$ cat src/rtl/icap_pkg.sv
package icap_pkg;
  localparam int SEL_W = 2;
  localparam int NSRC  = (1 << SEL_W) - 1;

  typedef enum logic [SEL_W-1:0] {
    MODE_OUTPUT   = 2'b00,
    MODE_OWN      = 2'b01,
    MODE_NEIGHBOR = 2'b10,
    MODE_TRIGGER  = 2'b11
  } icap_mode_e;
endpackage

$ cat src/rtl/icap_src_path.sv
module icap_src_path
  import icap_pkg::*;
(
  input  logic                  clk,
  input  logic                  rst,
  input  logic                  chan_en_i,
  input  logic                  mode_wr_i,
  input  logic [SEL_W-1:0]      mode_wdata_i,
  input  logic [NSRC-1:0]       src_vec_i,
  output icap_mode_e            mode_o,
  output logic                  event_o
);
  icap_mode_e      mode_q;
  logic [NSRC-1:0] hit;
  logic            pick;
  logic            samp_q;
  logic            prev_q;

  always_ff @(posedge clk) begin
    if (rst) mode_q <= MODE_OUTPUT;
    else if (mode_wr_i && !chan_en_i) mode_q <= icap_mode_e'(mode_wdata_i);
  end

  for (genvar g = 0; g < NSRC; g++) begin : g_route
    assign hit[g] = (mode_q == icap_mode_e'(SEL_W'(g + 1))) && src_vec_i[g];
  end
  assign pick = |hit;

  always_ff @(posedge clk) begin
    if (rst) begin
      samp_q <= 1'b0;
      prev_q <= 1'b0;
    end else begin
      samp_q <= pick;
      prev_q <= samp_q;
    end
  end

  assign event_o = samp_q && !prev_q;
  assign mode_o  = mode_q;

  AST_MODE_LOCKED: assert property (@(posedge clk) disable iff (rst)
    chan_en_i |=> $stable(mode_q));
  AST_ONE_EVENT_PER_EDGE: assert property (@(posedge clk) disable iff (rst)
    event_o |=> !event_o);
endmodule

$ cat src/rtl/icap_prescaler.sv
module icap_prescaler #(
  parameter int PSC_W = 2
) (
  input  logic             clk,
  input  logic             rst,
  input  logic             en_i,
  input  logic [PSC_W-1:0] psc_i,
  input  logic             event_i,
  output logic             fire_o
);
  localparam int EVC_W = (1 << PSC_W) - 1;

  logic [PSC_W-1:0] psc_q;
  logic [EVC_W-1:0] evc_q;
  logic [EVC_W-1:0] last_cnt;
  logic             psc_chg;

  assign last_cnt = EVC_W'((1 << psc_q) - 1);
  assign psc_chg  = (psc_i != psc_q);

  always_ff @(posedge clk) begin
    if (rst) begin
      psc_q <= '0;
      evc_q <= '0;
    end else begin
      psc_q <= psc_i;
      if (!en_i || psc_chg)  evc_q <= '0;
      else if (event_i)      evc_q <= (evc_q == last_cnt) ? '0 : evc_q + 1'b1;
    end
  end

  assign fire_o = en_i && !psc_chg && event_i && (evc_q == last_cnt);

  AST_PSC_RANGE: assert property (@(posedge clk) disable iff (rst)
    evc_q <= last_cnt);
  AST_DISABLE_CLEARS: assert property (@(posedge clk) disable iff (rst)
    !en_i |=> (evc_q == '0));
  AST_PSC_CHANGE_CLEARS: assert property (@(posedge clk) disable iff (rst)
    psc_chg |=> (evc_q == '0));
endmodule

$ cat src/rtl/icap_channel.sv
module icap_channel
  import icap_pkg::*;
#(
  parameter int CNT_W = 16,
  parameter int PSC_W = 2
) (
  input  logic             clk,
  input  logic             rst,
  input  logic [CNT_W-1:0] cnt_i,
  input  logic             src_own_i,
  input  logic             src_nbr_i,
  input  logic             src_trg_i,
  input  logic             chan_en_i,
  input  logic             mode_wr_i,
  input  logic [1:0]       mode_wdata_i,
  input  logic [PSC_W-1:0] psc_i,
  input  logic             flag_clr_i,
  output logic [CNT_W-1:0] cap_val_o,
  output logic             cap_flag_o,
  output logic             over_flag_o
);
  icap_mode_e      mode;
  logic            evt;
  logic            fire;
  logic            active;
  logic [NSRC-1:0] srcs;

  assign srcs   = {src_trg_i, src_nbr_i, src_own_i};
  assign active = chan_en_i && (mode != MODE_OUTPUT);

  icap_src_path u_src (
    .clk          (clk),
    .rst          (rst),
    .chan_en_i    (chan_en_i),
    .mode_wr_i    (mode_wr_i),
    .mode_wdata_i (mode_wdata_i),
    .src_vec_i    (srcs),
    .mode_o       (mode),
    .event_o      (evt)
  );

  icap_prescaler #(.PSC_W(PSC_W)) u_psc (
    .clk     (clk),
    .rst     (rst),
    .en_i    (active),
    .psc_i   (psc_i),
    .event_i (evt),
    .fire_o  (fire)
  );

  always_ff @(posedge clk) begin
    if (rst) begin
      cap_val_o   <= '0;
      cap_flag_o  <= 1'b0;
      over_flag_o <= 1'b0;
    end else if (fire) begin
      cap_val_o   <= cnt_i;
      cap_flag_o  <= 1'b1;
      over_flag_o <= !flag_clr_i && (over_flag_o || cap_flag_o);
    end else if (flag_clr_i) begin
      cap_flag_o  <= 1'b0;
      over_flag_o <= 1'b0;
    end
  end

  AST_IDLE_HOLDS: assert property (@(posedge clk) disable iff (rst)
    (mode == MODE_OUTPUT) |=> $stable(cap_val_o));
  AST_CAPTURE_STORES: assert property (@(posedge clk) disable iff (rst)
    fire |=> (cap_flag_o && cap_val_o == $past(cnt_i)));
  AST_OVER_NEEDS_FLAG: assert property (@(posedge clk) disable iff (rst)
    $rose(over_flag_o) |-> $past(cap_flag_o));
  AST_CLEAR_BOTH: assert property (@(posedge clk) disable iff (rst)
    (flag_clr_i && !fire) |=> (!cap_flag_o && !over_flag_o));
endmodule

$ cat config.mk
export PLATFORM = sky130hd
export DESIGN_NAME = icap_channel
export DESIGN_NICKNAME = d
export VERILOG_FILES = /design/src/rtl/icap_pkg.sv /design/src/rtl/icap_src_path.sv /design/src/rtl/icap_prescaler.sv /design/src/rtl/icap_channel.sv
export SDC_FILE = /design/constraint.sdc
export NUM_CORES = 1
export LEC_CHECK = 0
export ABC_AREA = 1
export BUFFER_PORTS_ARGS = -buffer_cell sky130_fd_sc_hd__buf_2
export CAP_MARGIN = 20
export CORE_UTILIZATION = 30
export DETAILED_ROUTE_END_ITERATION = 7
export HOLD_SLACK_MARGIN = 0.12
export PLACE_DENSITY = 0.57
export SYNTH_ARGS = -nofsm -noshare
export SYNTH_HDL_FRONTEND = slang
export SYNTH_SLANG_ARGS = --single-unit
$ cat constraint.sdc
create_clock -name clk -period 1.45 [get_ports clk]
set_input_delay 0.0725 -clock clk [delete_from_list [all_inputs] [get_ports clk]]
set_output_delay 0.0725 -clock clk [all_outputs]
set_load 0.005 [all_outputs]
==> flow_summary_export.csv <==
group,metric,value,unit
floorplanning,core-area,0.00400,mm2
sta,max_slew.worst_pin.slew,294,ps
setup_path,worstReg2RegEnd,"u_src.samp_q",
sta,fin_crit,1320,ps
power,switch_pwr,0.000337,W
min_path,min-delay-start,"cnt_i[13]",
clocking,clock_path_buffers,2,
setup_path,r2r_setup_slack,130,ps
clocking,cts-root-buf,"sky130_fd_sc_hd__clkbuf_8",
sta,worst_slew_margin_rel,0.802,
setup_path,crit_path_dat,1490,ps
power,power_density,745,mW/mm2
floorplanning,io-pin-count,46,
power,share_seq_of_total_power,0.546,
setup_path,path_type_of_the_worst_setup_path,"flip-flop to flip-flop",
power,internal_power,0.00106,W
clocking,cts_buffers,3,
setup_path,cp-startpoint,"u_src.mode_o[1]",
yosys,synth.cell_area,0.00125,mm2
yosys,syn_area_per_cell,6.77,um2
min_path,hold_path.class,"input port to flip-flop",
clocking,clock_latency,280,ps
power,part_of_the_total_power_dissipated_in_combinational_logic,0.142,
placed_design,gpl.final_weighted_congestion,0.836,
final_layout,share_of_post_route_cells_with_drive_strength_above_1,0.243,
global_route,grt_first_pass_wirelength,4760,um
final_layout,syn_to_final_growth,50.1,%
global_route,grt_util_all_layers,0.143,
setup_path,critPathMaxFanout,5,
route,wire_per_inst,9.35,um
route,num_vias,1311,
sta,clk_skew,2.86,ps
yosys,synthesis.instances,184,
floorplanning,initial_core_utilization,0.312,
final_layout,nNetsFinal,289,
setup_path,critPathLaunchType,"flip-flop",
floorplanning,placementRows,23,
floorplanning,dieWidth,66.5,um
yosys,synth.net_count,213,
yosys,yosysWarningCount,0,
route,drt-initial-drc-count,32,
sta,finalMaxSlewViolations,0,
yosys,synth_sequential_area_ratio,0.434,
global_route,maximum_number_of_pins_on_one_net_before_global_route_repair,18,
floorplanning,die_ht,66.5,um
power,ir_worst_vdd,0.372,mV
setup_path,end_kind,"flip-flop",
global_route,via_count_of_the_first_global_routing_pass,1194,
sta,setup_tns,0,ps
power,cellLeakagePower,0.929,nW
outcome,status,"completed",
setup_path,r2r_start,"u_src.mode_o[1]",
clocking,htree_num_levels,1,
setup_path,critPathCapture,"u_src.samp_q",
setup_path,critical_path_required,1620,ps
route,route.antenna.remaining_nets,0,
sta,fin_crit_sh,0.911,
clocking,cts_tree,"yes",
power,clkPwrFrac,0.312,
setup_path,worst_r2r_path_depth,4,
global_route,grt_antenna_before_repair,0,
placed_design,place_inst,279,
global_route,gr-total-overflow,0,
clocking,worst_setup_hold_path_clk_slew,90,ps
route,drt-vias-per-instance,4.24,
floorplanning,die-area,0.00442,mm2
yosys,post_synth_num_cell_types,19,
sta,fmax,0.757,GHz
sta,hold_viol_final,0,
sta,report.final.setup_viol,0,
route,dr_pass1_iterations,4,
placed_design,io_buffer_count,45,
placed_design,dp.final_hpwl,1990,um
power,total_power,0.00139,W
final_layout,fin_cells,309,
power,power.share.switching,0.242,
route,detail_route.wirelength,2890,um
run,max_cap_violations,0,
final_layout,final_core_util,0.468,
final_layout,antenna_cells_inserted,0,
yosys,postSynthRegisterBits,27,
clocking,clock_sinks,27,
route,drc_errors,0,
==> critical path, cell delays in order, from the launching register on <==
cell and delay, ps:
sky130_fd_sc_hd__dfxtp_1 400, sky130_fd_sc_hd__nand2_1 70, sky130_fd_sc_hd__o221ai_1 140, sky130_fd_sc_hd__nor2_1 60
sky130_fd_sc_hd__dlygate4sd3_1 540
==> power groups by stage <==
stage	logic (W)	registers, W	clock network [W]
2_1_floorplan	0.0000848	0.000775	0
3_3_place_gp	0.000137	0.000777	0
3_5_place_dp	0.000138	0.000777	0
4_1_cts	0.000187	0.000760	0.000452
5_1_grt	0.000224	0.000763	0.000470
6_report	0.000198	0.000761	0.000435
==> cell families (layout without fill, tap and decap cells) <==
group / Yosys count / count (layout) / share of synthesized area
fa+ha+maj: 1 / 1 / 0.0100
flops: 27 / 27 / 0.434
simple gates: 110 / 110 / 0.386
compound gates: 12 / 12 / 0.0532
buf+inv: 34 / 109 / 0.117
==> flip-flops by register name, summed over array words and instances (netlist names) <==
name	flops
cap_flag_o	1
u_src.prev_q	1
over_flag_o	1
u_src.mode_o	2
cap_val_o	16
u_src.samp_q	1
u_psc.evc_q	3
u_psc.psc_q	2
==> cell type report <==
class / instances / area, um2
fillers: 412 / 2130
multi-input cells: 123 / 559
repair buffers: 75 / 548
flip-flops and latches: 27 / 543
inverters: 30 / 113
well taps: 50 / 62.6
clock buffers: 4 / 45.0
==> placed cells by master (no fill, tap or decap) <==
master and instances:
sky130_fd_sc_hd__a21oi_1 4, sky130_fd_sc_hd__nand4_1 1, sky130_fd_sc_hd__clkbuf_1 1, sky130_fd_sc_hd__nand3_1 20, sky130_fd_sc_hd__dlygate4sd3_1 24, sky130_fd_sc_hd__o21ai_1 3, sky130_fd_sc_hd__clkinv_1 1, sky130_fd_sc_hd__buf_4 3
sky130_fd_sc_hd__nand3_2 2, sky130_fd_sc_hd__dfxtp_1 25, sky130_fd_sc_hd__o221ai_1 1, sky130_fd_sc_hd__nor2_4 3, sky130_fd_sc_hd__inv_1 29, sky130_fd_sc_hd__buf_2 45, sky130_fd_sc_hd__nor2_1 45, sky130_fd_sc_hd__clkbuf_8 3
sky130_fd_sc_hd__nand2_1 37, sky130_fd_sc_hd__dfxtp_2 2, sky130_fd_sc_hd__ha_1 1, sky130_fd_sc_hd__a21boi_0 1, sky130_fd_sc_hd__buf_12 3, sky130_fd_sc_hd__nor2_2 2, sky130_fd_sc_hd__o21ai_0 3
==> through the flow <==
| stage | worst slack (ps) | area (um2) | hold WS, ps |
|---|---|---|---|
| after floorplan | 209 | 1250 | 145 |
| after global placement | 43.0 | 1540 | 305 |
| after detailed placement | 18.2 | 1540 | 310 |
| after CTS | 5.96 | 1830 | 120 |
| after global routing | -15.6 | 1870 | 157 |
| final | 129 | 1870 | 121 |
==> synthesized netlist by cell type <==
master | n | area (um2)
sky130_fd_sc_hd__dfxtp_1 | 27 | 541
sky130_fd_sc_hd__buf_4 | 1 | 7.51
sky130_fd_sc_hd__o21ai_1 | 3 | 15.0
sky130_fd_sc_hd__nand4_1 | 1 | 6.26
sky130_fd_sc_hd__nand2_1 | 37 | 139
sky130_fd_sc_hd__inv_1 | 29 | 109
sky130_fd_sc_hd__o21ai_0 | 3 | 15.0
sky130_fd_sc_hd__a21boi_0 | 1 | 7.51
sky130_fd_sc_hd__nand3_2 | 2 | 20.0
sky130_fd_sc_hd__nor2_1 | 45 | 169
sky130_fd_sc_hd__ha_1 | 1 | 12.5
sky130_fd_sc_hd__buf_6 | 2 | 22.5
sky130_fd_sc_hd__nor2_4 | 3 | 33.8
sky130_fd_sc_hd__nor2_2 | 2 | 12.5
sky130_fd_sc_hd__a21oi_1 | 4 | 20.0
sky130_fd_sc_hd__clkinv_1 | 1 | 3.75
sky130_fd_sc_hd__nand3_1 | 20 | 100
sky130_fd_sc_hd__clkbuf_1 | 1 | 3.75
sky130_fd_sc_hd__o221ai_1 | 1 | 8.76
==> how the worst min path moves through the flow <==
stage / depth (start not counted) / slack, ps / to
2_1_floorplan: 1 / 140 / u_psc.psc_q[0]
3_3_place_gp: 3 / 300 / u_psc.psc_q[1]
3_5_place_dp: 3 / 310 / u_psc.psc_q[1]
4_1_cts: 5 / 120 / cap_val_o[5]
5_1_grt: 5 / 160 / cap_val_o[13]
6_report: 5 / 120 / cap_val_o[13]
==> what timing repair did <==
action	in CTS	in global routing
setup endpoints to repair	0	18
resized for setup	0	2
hold endpoints to repair	22	0
hold buffers	24	0
setup buffers	0	2
==> metal layers <==
layer,vias to the layer above,GRT usage,wire (um)
li1,709,-,-
met1,572,0.167,1360
met2,25,0.250,1370
met3,5,0.0137,93
met4,0,0.0851,63
met5,-,0,0
Note: power is estimated with default switching activity, not from simulation.
